## config.mk

```make
export PLATFORM = sky130hd
export DESIGN_NAME = dbg_fault_unit
export DESIGN_NICKNAME = d
export VERILOG_FILES = /design/src/rtl/dbg_fault_pkg.sv /design/src/rtl/dbg_fault_gate.sv /design/src/rtl/dbg_fault_syndrome.sv /design/src/rtl/dbg_fault_unit.sv
export SDC_FILE = /design/constraint.sdc
export NUM_CORES = 1
export LEC_CHECK = 0
export ABC_AREA = 1
export BUFFER_PORTS_ARGS = -buffer_cell sky130_fd_sc_hd__buf_2
export CORE_AREA = 4 4 213 215
export CTS_BUF_LIST = sky130_fd_sc_hd__clkbuf_4
export CTS_CLUSTER_SIZE = 14
export DETAILED_ROUTE_END_ITERATION = 7
export DIE_AREA = 0 0 217 219
export PLACE_DENSITY = 0.49
export SETUP_SLACK_MARGIN = 0.2
export SLEW_MARGIN = 15
export SYNTH_ARGS = -nofsm -noshare
export SYNTH_HDL_FRONTEND = slang
export SYNTH_HIERARCHICAL = 1
export SYNTH_SLANG_ARGS = --single-unit
```

## constraint.sdc

```tcl
create_clock -name clk -period 0.8 [get_ports clk]
set_input_delay 0.12 -clock clk [delete_from_list [all_inputs] [get_ports clk]]
set_output_delay 0.12 -clock clk [all_outputs]
set_load 0.03 [all_outputs]
```

## src/rtl/dbg_fault_pkg.sv

```systemverilog
package dbg_fault_pkg;

    localparam logic [15:0] VEC_OFFSET = 16'h5900;
    localparam int SYN_W   = 64;
    localparam int SLOT_W  = 2;

    // syndrome bit positions decoded by the handler
    localparam int SB_X    = 32;
    localparam int SB_W    = 33;
    localparam int SB_R    = 34;
    localparam int SB_NA   = 35;
    localparam int SB_SP   = 36;
    localparam int SB_RS   = 37;
    localparam int SB_IR   = 38;
    localparam int SB_NI   = 39;
    localparam int SB_EI   = 41;
    localparam int SB_ED   = 43;

    typedef enum logic [1:0] {
        KIND_NONE   = 2'd0,
        KIND_INSTR  = 2'd1,
        KIND_DATA   = 2'd2,
        KIND_IRDATA = 2'd3
    } fault_kind_e;

    typedef struct packed {
        logic wr;
        logic rd;
        logic na;
        logic spec;
        logic rse;
        logic ir;
        logic ni;
        logic ed;
        logic [SLOT_W-1:0] slot;
    } data_qual_t;

endpackage

```

## src/rtl/dbg_fault_gate.sv

```systemverilog
module dbg_fault_gate
    import dbg_fault_pkg::*;
(
    input  logic        clk,
    input  logic        rst_n,
    input  logic        ifetch_hit,
    input  logic        data_hit,
    input  logic        data_na,
    input  logic        data_fault_op,
    input  logic        data_rse,
    input  logic        st_db,
    input  logic        st_id,
    input  logic        st_dd,
    output fault_kind_e kind
);

    logic instr_ok;
    logic data_ok;
    logic na_ok;

    always_comb begin
        instr_ok = ifetch_hit && st_db && !st_id;
        na_ok    = !data_na || data_fault_op;
        data_ok  = data_hit && st_db && !st_dd && na_ok;
        if (instr_ok) begin
            kind = KIND_INSTR;
        end else if (data_ok) begin
            kind = data_rse ? KIND_IRDATA : KIND_DATA;
        end else begin
            kind = KIND_NONE;
        end
    end

    // plain non-access matches never reach the data side
    assert_nonaccess_ignored_R10: assert property (@(posedge clk) disable iff (!rst_n)
        (data_hit && data_na && !data_fault_op && !ifetch_hit) |-> (kind == KIND_NONE));

    // an enabled instruction match always outranks the data side
    assert_instr_first_R4: assert property (@(posedge clk) disable iff (!rst_n)
        (ifetch_hit && st_db && !st_id && data_hit) |-> (kind == KIND_INSTR));

endmodule

```

## src/rtl/dbg_fault_syndrome.sv

```systemverilog
module dbg_fault_syndrome
    import dbg_fault_pkg::*;
(
    input  fault_kind_e        kind,
    input  logic [SLOT_W-1:0]  ifetch_slot,
    input  logic               ifetch_ni,
    input  data_qual_t         dq,
    output logic [SYN_W-1:0]   syn
);

    always_comb begin
        syn = '0;
        unique case (kind)
            KIND_INSTR: begin
                syn[SB_X]               = 1'b1;
                syn[SB_NI]              = ifetch_ni;
                syn[SB_EI +: SLOT_W]    = ifetch_slot;
            end
            KIND_DATA, KIND_IRDATA: begin
                syn[SB_W]               = dq.wr;
                syn[SB_R]               = dq.rd;
                syn[SB_NA]              = dq.na;
                syn[SB_SP]              = dq.spec;
                syn[SB_RS]              = dq.rse;
                syn[SB_IR]              = dq.ir;
                syn[SB_NI]              = dq.ni;
                syn[SB_EI +: SLOT_W]    = dq.slot;
                syn[SB_ED]              = (kind == KIND_IRDATA) ? 1'b0 : dq.ed;
            end
            default: syn = '0;
        endcase
    end

endmodule

```

## src/rtl/dbg_fault_unit.sv

```systemverilog
module dbg_fault_unit
    import dbg_fault_pkg::*;
#(
    parameter int ADDR_W       = 64,
    parameter int WORD_W       = 64,
    parameter int BUNDLE_WORDS = 2
) (
    input  logic                           clk,
    input  logic                           rst_n,
    input  logic                           ifetch_hit,
    input  logic [ADDR_W-1:0]              ifetch_addr,
    input  logic [1:0]                     ifetch_slot,
    input  logic                           ifetch_ni,
    input  logic                           data_hit,
    input  logic [ADDR_W-1:0]              data_addr,
    input  logic                           data_wr,
    input  logic                           data_rd,
    input  logic                           data_na,
    input  logic                           data_fault_op,
    input  logic                           data_spec,
    input  logic                           data_rse,
    input  logic                           data_ir,
    input  logic                           data_ni,
    input  logic [1:0]                     data_slot,
    input  logic                           data_ed,
    input  logic                           st_db,
    input  logic                           st_id,
    input  logic                           st_dd,
    input  logic [BUNDLE_WORDS*WORD_W-1:0] bundle_in,
    output logic                           flt_valid,
    output logic [15:0]                    flt_vector,
    output logic [1:0]                     flt_kind,
    output logic [ADDR_W-1:0]              flt_addr,
    output logic [63:0]                    flt_syn,
    output logic                           flt_bundle_valid,
    output logic [BUNDLE_WORDS*WORD_W-1:0] flt_bundle
);

    localparam int BUNDLE_W = BUNDLE_WORDS * WORD_W;

    typedef struct packed {
        logic                valid;
        logic [15:0]         vector;
        fault_kind_e         kind;
        logic [ADDR_W-1:0]   addr;
        logic [SYN_W-1:0]    syn;
        logic                bvalid;
        logic [BUNDLE_W-1:0] bundle;
    } report_t;

    fault_kind_e          kind_w;
    logic [SYN_W-1:0]     syn_w;
    data_qual_t           dq;
    logic                 keep_bundle;
    logic [BUNDLE_W-1:0]  bundle_w;
    report_t              rep_d, rep_q;

    always_comb begin
        dq.wr   = data_wr;
        dq.rd   = data_rd;
        dq.na   = data_na;
        dq.spec = data_spec;
        dq.rse  = data_rse;
        dq.ir   = data_ir;
        dq.ni   = data_ni;
        dq.ed   = data_ed;
        dq.slot = data_slot;
    end

    dbg_fault_gate u_gate (
        .clk           (clk),
        .rst_n         (rst_n),
        .ifetch_hit    (ifetch_hit),
        .data_hit      (data_hit),
        .data_na       (data_na),
        .data_fault_op (data_fault_op),
        .data_rse      (data_rse),
        .st_db         (st_db),
        .st_id         (st_id),
        .st_dd         (st_dd),
        .kind          (kind_w)
    );

    dbg_fault_syndrome u_syn (
        .kind        (kind_w),
        .ifetch_slot (ifetch_slot),
        .ifetch_ni   (ifetch_ni),
        .dq          (dq),
        .syn         (syn_w)
    );

    assign keep_bundle = (kind_w == KIND_DATA);

    // per-word bundle capture, cleared for kinds without a valid bundle
    for (genvar gi = 0; gi < BUNDLE_WORDS; gi++) begin : g_bundle
        assign bundle_w[gi*WORD_W +: WORD_W] =
            keep_bundle ? bundle_in[gi*WORD_W +: WORD_W] : '0;
    end

    always_comb begin
        rep_d = '0;
        if (kind_w != KIND_NONE) begin
            rep_d.valid  = 1'b1;
            rep_d.vector = VEC_OFFSET;
            rep_d.kind   = kind_w;
            rep_d.addr   = (kind_w == KIND_INSTR) ? ifetch_addr : data_addr;
            rep_d.syn    = syn_w;
            rep_d.bvalid = keep_bundle;
            rep_d.bundle = bundle_w;
        end
    end

    always_ff @(posedge clk or negedge rst_n) begin
        if (!rst_n) begin
            rep_q <= '0;
        end else begin
            rep_q <= rep_d;
        end
    end

    assign flt_valid        = rep_q.valid;
    assign flt_vector       = rep_q.vector;
    assign flt_kind         = rep_q.kind;
    assign flt_addr         = rep_q.addr;
    assign flt_syn          = rep_q.syn;
    assign flt_bundle_valid = rep_q.bvalid;
    assign flt_bundle       = rep_q.bundle;

    assert_vector_R1: assert property (@(posedge clk) disable iff (!rst_n)
        flt_valid |-> (flt_vector == 16'h5900));

    assert_strobe_cause_R1: assert property (@(posedge clk) disable iff (!rst_n)
        flt_valid |-> ($past(ifetch_hit) || $past(data_hit)));

    assert_instr_gate_R2: assert property (@(posedge clk) disable iff (!rst_n)
        (flt_kind == KIND_INSTR) |-> ($past(st_db) && !$past(st_id)));

    assert_data_gate_R3: assert property (@(posedge clk) disable iff (!rst_n)
        (flt_kind[1]) |-> ($past(st_db) && !$past(st_dd)));

    assert_bundle_kind_R6: assert property (@(posedge clk) disable iff (!rst_n)
        flt_bundle_valid |-> (flt_kind == KIND_DATA));

    assert_rse_ed_R8: assert property (@(posedge clk) disable iff (!rst_n)
        (flt_kind == KIND_IRDATA) |-> !flt_syn[SB_ED]);

    assert_instr_syn_R9: assert property (@(posedge clk) disable iff (!rst_n)
        (flt_kind == KIND_INSTR) |-> (flt_syn[SB_X] && flt_syn[SB_IR:SB_W] == '0 && !flt_syn[SB_ED]));

    assert_kind_valid_R11: assert property (@(posedge clk) disable iff (!rst_n)
        flt_valid == (flt_kind != KIND_NONE));

endmodule

```

==> results.py, run 1 <==
metrics = {
    "run_status": {
        "status": "complete, but fails checks",
        "violations": "negative hold slack, negative setup slack",
    },
    "synthesis": {
        "yosysSeqAreaShare": 0.669,
        "async_reset_ff_frac": 1.00,
        "synth_top_area_share": 0.669,
        "synth_area_mm2": 0.00973,
        "synth-edff-count": 0,
        "netlist_instances": 994,
        "synth_largest_area_cell": "dfrtp_1",
        "synth-main-ff-cell": "dfrtp_1",
        "yosysWarningCount": 6,
        "synth_top_cells_by_count": "260 x dfrtp_1, 205 x inv_1, 197 x nor2_1, 147 x nand2_1, 71 x buf_4",
        "synth_cell_types": 12,
        "synth_most_common_cell": "dfrtp_1",
        "syn_avg_cell_area_um2": 9.79,
        "ys_seq_elements": 260,
        "yosys-top-cells-area": "dfrtp_1 67%, inv_1 7.9%, nor2_1 7.6%, nand2_1 5.7%, buf_4 5.5%",
    },
    "sta": {
        "period_needed_ps": 1480,
        "fin_crit_sh": 1.85,
        "final.setup.worst_slack_ps": -678,
        "setup_viol": 469,
        "fin_setup_tns_ps": -196660,
        "rsz0062_at_grt": "true",
        "slew_viol_final": 0,
        "clock.fmax_ghz": 0.677,
        "timing_hold_violations_final": 154,
        "hold_slack_ps": -384,
    },
    "pwr": {
        "clockPowerShare": 0.389,
        "p_int_uw": 23300,
        "p_seq_frac": 0.434,
        "combinationalPowerShare": 0.176,
        "p_sw_frac": 0.271,
        "powerDensity_mw_per_mm2": 1700,
        "p_switching_uw": 8660,
        "vdd_drop_max_uv": 870,
        "p_leak_uw": 0.0103,
    },
    "worst_setup_path": {
        "slowest_delay_ps": 460,
        "cpMaxStageDelayCell": "dfrtp_2",
        "crit_fanout": 5,
        "critical_path.top_delay_family": "flip-flops",
        "cp-start-kind": "flip-flop",
        "worstPathArrival_ps": 1360,
        "worst_ep_required_time_ps": 680,
        "worstSetupPathType": "flip-flop to primary output",
        "critPathBufInv": 1,
        "crit_chain": "buf_6",
        "end_kind": "primary output",
    },
    "routing": {
        "post-route-drc-count": 0,
        "ant_nets": 0,
        "post_drt_via_cell_ratio": 3.77,
        "wire_per_inst_um": 14.8,
        "drtIter0Drc": 462,
        "firstDrtPassIters": 5,
        "drt_wl_total_um": 37400,
        "vias": 9531,
    },
    "layout": {
        "drive_gt1_frac": 0.378,
        "synthToLayoutAreaGrowth_pct": 92.6,
        "fill_cells": 4064,
        "nNetsFinal": 2159,
    },
    "clock_tree": {
        "cts_sinks": 260,
        "cts.path.max_buffers": 3,
        "cts_tree": "done",
        "cts_root_buf": "clkbuf_4",
        "cts_buffers": 73,
        "clk_pin_slew_ps": 70,
        "cts_htree_levels": 3,
    },
    "placement": {
        "routabilityCongestion": 0.789,
        "hpwl_um": 24300,
        "port_buffers": 540,
    },
    "global_routing": {
        "grt_use_total": 0.152,
        "grt_pass1_vias": 10408,
        "grt_start_max_net_pins": 59,
        "antenna_found_initial": 4,
        "overflow": 0,
        "grt_pass1_wl_um": 56300,
    },
    "floorplanning": {
        "rows": 77,
        "die_h_um": 219,
        "num_io_pins": 553,
        "dieArea_mm2": 0.0475,
        "initial_core_util": 0.222,
        "coreArea_mm2": 0.0437,
        "die_w_um": 217,
    },
    "job": {
        "max-cap-violations": 0,
    },
    "worst_hold_path": {
        "hold_path.class": "primary input to async pin",
    },
}
[metal layers]
metal / vias up / part of all wire / global-route usage / routed length (um)
met2: 487 / 0.51 / 0.262 / 19000
met1: 4421 / 0.36 / 0.159 / 13300
met4: 0 / 0.042 / 0.0861 / 1580
met5: - / 0 / 0 / 0
met3: 97 / 0.094 / 0.0608 / 3530
li1: 4526 / - / - / -
[flip-flops by register name, summed over array words and instances (netlist names)]
register,flops
flt_addr,64
flt_bundle,128
flt_bundle_valid,1
flt_kind,2
flt_syn,64
flt_vector,1
[logic make-up after synthesis]
| logic type | synth area share |
|---|---|
| and+or+nand+nor | 0.168 |
| buffers and inverters | 0.162 |
| DFF | 0.669 |
| other | 0.000772 |
[power by group through the flow]
stage | clock (uW) | sequential, uW | combinational (uW)
global route | 13900 | 13900 | 6040
CTS | 13000 | 13900 | 5540
floorplan | 0 | 15000 | 1190
global placement | 0 | 14000 | 3860
detailed placement | 0 | 14000 | 3850
finish | 12400 | 13900 | 5630
[layout by cell type, fill, tap and decap left out, drive strengths merged]
master       synthesis  routed
clkinv               0       9
nand3               68      68
nor2               198     198
inv                206     208
nand2              147     147
conb                 2      65
clkbuf               7     112
clkinvlp             0       1
dlygate4sd3          0     270
dfrtp              260     260
bufinv               0       2
buf                106     591
diode                0       5
[timing repair]
action | CTS | global route
pin swaps | 0 | 3
gates resized for setup | 526 | 11
setup endpoints to repair | 264 | 477
hold buffers | 275 | 3
setup buffers | 0 | 0
endpoints found under the hold margin | 465 | 222
cloned | 0 | 2
[final cells by class]
cell class,count,area [um^2],share of cell area
timing repair buffer,863,7790,0.416
sequential,260,6510,0.347
multi-input combinational,478,1980,0.106
clock buffer,110,826,0.0441
inverter,206,773,0.0413
tap,592,741,0.0395
clock inverter,14,110,0.00588
antenna,5,12.5,0.000668
[final timing paths]
kind | from | to | cells after the start
max | flt_vector[12] | flt_vector[14] | 1
max in group asynchronous | rst_n | flt_addr[3] | 8
min | rst_n | flt_bundle[66] | 6
min in group clk | st_id | flt_kind[0] | 5
[stage by stage]
| step | utilization | power, uW | area, um^2 | std cells | worst slack, ps |
|---|---|---|---|---|---|
| after floorplan | - | 16100 | 10100 | 1057 | -212 |
| after global placement | 0.303 | 17800 | 13200 | 2122 | -611 |
| after detailed placement | 0.303 | 17800 | 13200 | 2122 | -633 |
| after CTS | 0.426 | 32400 | 18600 | 2521 | -826 |
| after global routing | 0.428 | 33800 | 18700 | 2526 | -816 |
| final | 0.428 | 31900 | 18700 | 2528 | -678 |
(Power assumes the default switching activity.)
==> run 2, diff against run 1 <==
--- a/config.mk
+++ b/config.mk
@@ -13,7 +13,7 @@
 export DETAILED_ROUTE_END_ITERATION = 7
 export DIE_AREA = 0 0 217 219
 export PLACE_DENSITY = 0.49
-export SETUP_SLACK_MARGIN = 0.2
+export SETUP_SLACK_MARGIN = 0.15
 export SLEW_MARGIN = 15
 export SYNTH_ARGS = -nofsm -noshare
 export SYNTH_HDL_FRONTEND = slang
==> run 2 against run 1 <==
  * The run still ends with negative hold slack, negative setup slack left
  * Clock-buffer cell count grew 2
  * Via count up 2.0%
  * Setup slack improved by 11 ps
  * Combinational power is essentially flat
  * Die area unchanged
  * Power up 1.2%
  * Hold slack gained 340 ps
  * First-iteration DRC count up 27%
  * Flip-flop and latch count stayed put
  * Sequential power barely moved
  * Final cell count is 0.63% higher
  * Global-route usage grew 0.70 points
  * Critical path type unchanged
  * Critical endpoint is now flt_addr[28]
==> results.py, run 2 (synthesis gave the netlist of run 1 again) <==
metrics = {
    "floorplanning": {
        "num_io_pins": 553,
        "rows": 77,
        "die_w_um": 217,
        "coreArea_mm2": 0.0437,
        "initial_core_util": 0.222,
        "die_h_um": 219,
        "dieArea_mm2": 0.0475,
    },
    "worst_setup_path": {
        "worst_ep_required_time_ps": 680,
        "critical_path.top_delay_family": "flip-flops",
        "critPathBufInv": 1,
        "end_kind": "primary output",
        "cpMaxStageDelayCell": "dfrtp_2",
        "crit_end": "flt_addr[28]",
        "crit_fanout": 1,
        "cp-start-kind": "flip-flop",
        "worstPathArrival_ps": 1350,
        "worstSetupPathType": "flip-flop to primary output",
        "crit_chain": "buf_6",
        "slowest_delay_ps": 470,
        "path_depth": 1,
        "crit_path_start": "flt_addr[28]",
    },
    "clock_tree": {
        "clk_pin_slew_ps": 60,
        "cts_buffers": 76,
        "cts_sinks": 260,
        "cts_tree": "done",
        "cts.path.max_buffers": 3,
        "cts_htree_levels": 3,
        "cts_root_buf": "clkbuf_4",
    },
    "pwr": {
        "p_leak_uw": 0.0105,
        "powerDensity_mw_per_mm2": 1720,
        "vdd_drop_max_uv": 1130,
    },
    "routing": {
        "firstDrtPassIters": 4,
        "wire_per_inst_um": 15.4,
        "post-route-drc-count": 0,
        "drtIter0Drc": 587,
        "drt_wl_total_um": 39100,
        "post_drt_via_cell_ratio": 3.82,
        "vias": 9719,
        "ant_nets": 0,
    },
    "placement": {
        "place_ws_ps": -556,
        "hpwl_um": 24100,
        "routabilityCongestion": 0.807,
        "port_buffers": 540,
        "placed_cell_area_mm2": 0.0133,
    },
    "layout": {
        "largest_reg_flops": 128,
        "drive_gt1_frac": 0.380,
        "nNetsFinal": 2174,
        "layout_commonest_cell": "buf_2",
        "stdcell_area_mm2": 0.0188,
        "synthToLayoutAreaGrowth_pct": 93.5,
        "layout_common_cells": "275 x buf_2, 270 x dlygate4sd3_1, 265 x buf_6, 258 x dfrtp_1, 200 x inv_1",
    },
    "global_routing": {
        "grt_pass1_vias": 10903,
        "grt_pass1_wl_um": 59100,
        "antenna_found_initial": 1,
        "overflow": 0,
        "grt_start_max_net_pins": 53,
        "grt_use_total": 0.159,
    },
    "worst_hold_path": {
        "hold_path.class": "primary input to flip-flop",
    },
    "sta": {
        "worst_pin_slew_ps": 1030,
        "period_needed_ps": 1470,
        "timing.slew.headroom": 0.313,
        "setup_viol": 721,
        "final.setup.worst_slack_ps": -667,
        "clock.fmax_ghz": 0.682,
        "slew_viol_final": 0,
        "fin_crit_sh": 1.83,
        "hold_slack_ps": -40.4,
        "timing_hold_violations_final": 3,
        "rsz0062_at_grt": "true",
    },
    "job": {
        "max-cap-violations": 0,
    },
    "run_status": {
        "status": "complete, but fails checks",
        "violations": "negative hold slack, negative setup slack",
    },
}
[run 2: cell types whose count changed in the layout (fill, tap and decap cells not counted), moves of 3 or more]
| cell | delta |
|---|---|
| clkinv_1 | +5 |
| buf_4 | +8 |
| nor2_1 | -3 |
| diode_2 | -3 |
| nor2_2 | +4 |
| buf_12 | -4 |
| dlymetal6s4s_1 | +9 |
[run 2: through the flow]
step | hold WS (ps) | TNS, ps | util | total power, uW | cells
after global placement | -36.9 | -101460 | 0.303 | 17800 | 2127
final | -40.4 | -252650 | 0.430 | 32300 | 2544
after global routing | -143 | -295880 | 0.430 | 34200 | 2543
after floorplan | -176 | -35810 | - | 16100 | 1057
after CTS | -230 | -241480 | 0.435 | 32900 | 2571
after detailed placement | -36.7 | -104930 | 0.303 | 17800 | 2127
[run 2: per-layer routing]
layer,track usage,share of wire,vias to the layer above
li1,-,-,4558
met2,0.270,0.50,499
met5,0,0,-
met3,0.0683,0.099,111
met1,0.163,0.35,4551
met4,0.0986,0.050,0
[run 2: cell type report]
| type | count | area (um^2) |
|---|---|---|
| antenna | 2 | 5.00 |
| clock buffer | 112 | 841 |
| clock inverter | 19 | 130 |
| fill | 3990 | 24900 |
| inverter | 206 | 781 |
| multi-input combinational | 479 | 1990 |
| sequential | 260 | 6510 |
| tap | 592 | 741 |
| timing repair buffer | 874 | 7830 |
[run 2: worst min path at each step]
stage	from	end	slack (ps)	cells past startpoint
5_1_grt	st_id	flt_kind[0]	-140	5
3_3_place_gp	rst_n	flt_bundle[65]	-40	1
2_1_floorplan	rst_n	flt_addr[0]	-180	0
4_1_cts	st_id	flt_kind[0]	-230	5
6_report	st_id	flt_kind[0]	-40	5
3_5_place_dp	rst_n	flt_bundle[65]	-40	1
[run 2: timing repair]
action	in CTS	in global routing
setup endpoints to repair	264	730
hold buffers	313	4
gates resized for setup	529	28
pin swaps	0	13
buffers inserted	0	2
gates cloned	0	2
hold endpoints to repair	465	271
[run 2: power breakdown]
group          internal (uW)  leakage [uW]  switching [uW]
sequential             13600       0.00355             265
combinational           2790       0.00633            2870
clock                   7020      0.000576            5780
==> run 3, diff against run 2 <==
--- a/config.mk
+++ b/config.mk
@@ -12,7 +12,7 @@
 export CTS_CLUSTER_SIZE = 14
 export DETAILED_ROUTE_END_ITERATION = 7
 export DIE_AREA = 0 0 217 219
-export PLACE_DENSITY = 0.49
+export PLACE_DENSITY = 0.55
 export SETUP_SLACK_MARGIN = 0.15
 export SLEW_MARGIN = 15
 export SYNTH_ARGS = -nofsm -noshare
==> constraint.sdc (replaced) <==
create_clock -name clk -period 0.8 [get_ports clk]
set_input_delay 0.12 -clock clk [delete_from_list [all_inputs] [get_ports clk]]
set_output_delay 0.12 -clock clk [all_outputs]
set_load 0.02 [all_outputs]
==> run 3 against run 2 <==
  * The run still ends with negative hold slack, negative setup slack left
  * Global-route usage is 0.44 points higher
  * Sequential power is essentially flat
  * First-iteration DRC count down 20%
  * Setup slack improved by 22 ps
  * Utilization fell by 0.53 points
  * Critical path depth unchanged
  * Maximum frequency is 1.5% higher
  * Largest power group unchanged
  * Highest routed layer unchanged
==> results.py, run 3 (synthesis gave the netlist of run 1 again) <==
metrics = {
    "layout": {
        "nNetsFinal": 2170,
        "synthToLayoutAreaGrowth_pct": 91.2,
        "largest_reg_flops": 128,
        "drive_gt1_frac": 0.376,
        "layout_common_cells": "279 x buf_2, 271 x dlygate4sd3_1, 259 x dfrtp_1, 259 x buf_6, 202 x inv_1",
        "layout_commonest_cell": "buf_2",
    },
    "sta": {
        "rsz0062_at_grt": "true",
        "timing_hold_violations_final": 1,
        "slew_viol_final": 0,
        "fin_setup_tns_ps": -174630,
        "clock.fmax_ghz": 0.692,
        "hold_slack_ps": -1.09,
        "final.setup.worst_slack_ps": -645,
        "period_needed_ps": 1440,
        "setup_viol": 380,
        "fin_crit_sh": 1.81,
    },
    "routing": {
        "vias": 9764,
        "ant_nets": 0,
        "drt_wl_total_um": 40900,
        "wire_per_inst_um": 16.1,
        "post-route-drc-count": 0,
        "post_drt_via_cell_ratio": 3.85,
        "drtIter0Drc": 468,
        "firstDrtPassIters": 5,
    },
    "pwr": {
        "power_uw": 30800,
        "vdd_drop_max_uv": 721,
        "p_leak_uw": 0.0103,
        "p_seq_frac": 0.450,
        "powerDensity_mw_per_mm2": 1660,
        "p_int_uw": 22400,
        "p_switching_uw": 8390,
        "p_sw_frac": 0.272,
        "combinationalPowerShare": 0.171,
        "clockPowerShare": 0.379,
    },
    "floorplanning": {
        "num_io_pins": 553,
        "initial_core_util": 0.222,
        "die_w_um": 217,
        "die_h_um": 219,
        "coreArea_mm2": 0.0437,
        "rows": 77,
        "dieArea_mm2": 0.0475,
    },
    "worst_setup_path": {
        "slowest_delay_ps": 430,
        "worst_ep_required_time_ps": 680,
        "critPathBufInv": 1,
        "end_kind": "primary output",
        "worstSetupPathType": "flip-flop to primary output",
        "crit_fanout": 5,
        "crit_path_start": "flt_vector[12]",
        "worstPathArrival_ps": 1320,
        "crit_chain": "buf_2",
        "critical_path.top_delay_family": "flip-flops",
        "cpMaxStageDelayCell": "dfrtp_2",
        "cp-start-kind": "flip-flop",
    },
    "global_routing": {
        "grt_start_max_net_pins": 62,
        "overflow": 0,
        "grt_pass1_vias": 10839,
        "grt_pass1_wl_um": 59500,
        "antenna_found_initial": 4,
        "grt_use_total": 0.164,
    },
    "clock_tree": {
        "clk_pin_slew_ps": 60,
        "cts_sinks": 260,
        "cts_buffers": 72,
        "cts_tree": "done",
        "cts_htree_levels": 3,
        "cts.path.max_buffers": 3,
        "cts_root_buf": "clkbuf_4",
    },
    "run_status": {
        "violations": "negative hold slack, negative setup slack",
        "status": "complete, but fails checks",
    },
    "job": {
        "max-cap-violations": 0,
    },
    "placement": {
        "routabilityCongestion": 0.851,
        "hpwl_um": 26500,
        "port_buffers": 540,
    },
    "worst_hold_path": {
        "hold_path.class": "primary input to flip-flop",
        "hold-path-endpoint": "flt_addr[7]",
        "hold_path.startpoint": "st_id",
        "whs_path_depth": 6,
    },
}
run 3: changes by cell type in the layout (fill, tap and decap cells not counted), moves of 2 or more:
cell / previous run / this run
buf_4: 36 / 48
clkbuf_4: 112 / 102
dlymetal6s4s_1: 9 / 0
buf_6: 265 / 259
buf_12: 17 / 12
diode_2: 2 / 7
nor2_2: 5 / 0
buf_2: 275 / 279
nor2_1: 189 / 193
clkinv_1: 13 / 10
inv_1: 200 / 202
nand3_1: 65 / 67
nand3_2: 3 / 1
run 3: layer usage:
metal / global-route usage / vias up / part of all wire
met4: 0.102 / 0 / 0.050
met5: 0 / - / 0
met2: 0.284 / 542 / 0.50
met1: 0.162 / 4554 / 0.35
met3: 0.0698 / 123 / 0.10
li1: - / 4545 / -
run 3: area by class of cell:
type	instances	area, um^2
Multi-Input combinational cell	479	1990
Fill cell	4018	25100
Tap cell	592	741
Antenna cell	7	17.5
Clock inverter	16	90.1
Clock buffer	101	758
Timing Repair Buffer	874	7720
Inverter	206	781
Sequential cell	260	6510
run 3: worst max-delay path by stage:
| stage | endpoint | slack [ps] | depth (start not counted) |
|---|---|---|---|
| 3_5_place_dp | flt_bundle[4] | -620 | 9 |
| 3_3_place_gp | flt_bundle[4] | -580 | 9 |
| 4_1_cts | flt_vector[12] | -810 | 1 |
| 6_report | flt_vector[12] | -640 | 1 |
| 2_1_floorplan | flt_syn[35] | -210 | 8 |
| 5_1_grt | flt_vector[12] | -800 | 1 |
run 3: timing repair:
action | in CTS | in global routing
pin swaps | 0 | 2
hold buffers | 275 | 3
endpoints found under the hold margin | 465 | 18
gates resized for setup | 517 | 17
gates cloned | 0 | 2
setup buffers | 0 | 0
endpoints found under the setup margin | 264 | 592
run 3: metrics by stage:
stage,setup slack [ps],hold slack [ps],util,area [um^2],std cells
2_1_floorplan,-212,-176,-,10100,1057
5_1_grt,-799,-49.6,0.425,18600,2532
6_report,-645,-1.09,0.425,18600,2535
4_1_cts,-809,-135,0.423,18500,2529
3_5_place_dp,-617,-51.7,0.304,13300,2137
3_3_place_gp,-580,-54.0,0.304,13300,2137
run 3: tightest hold or removal path: cells and delay by family:
kind	cells	cell delay (ps)
AND/OR/NAND/NOR	4	320
buffers and inverters	2	250
run 3: power groups by stage:
| stage | Combinational, uW | Sequential, uW | Clock [uW] |
|---|---|---|---|
| 2_1_floorplan | 1150 | 14600 | 0 |
| 3_3_place_gp | 3510 | 14000 | 0 |
| 3_5_place_dp | 3530 | 14000 | 0 |
| 4_1_cts | 5140 | 13900 | 12200 |
| 5_1_grt | 5650 | 13900 | 13000 |
| 6_report | 5260 | 13900 | 11700 |
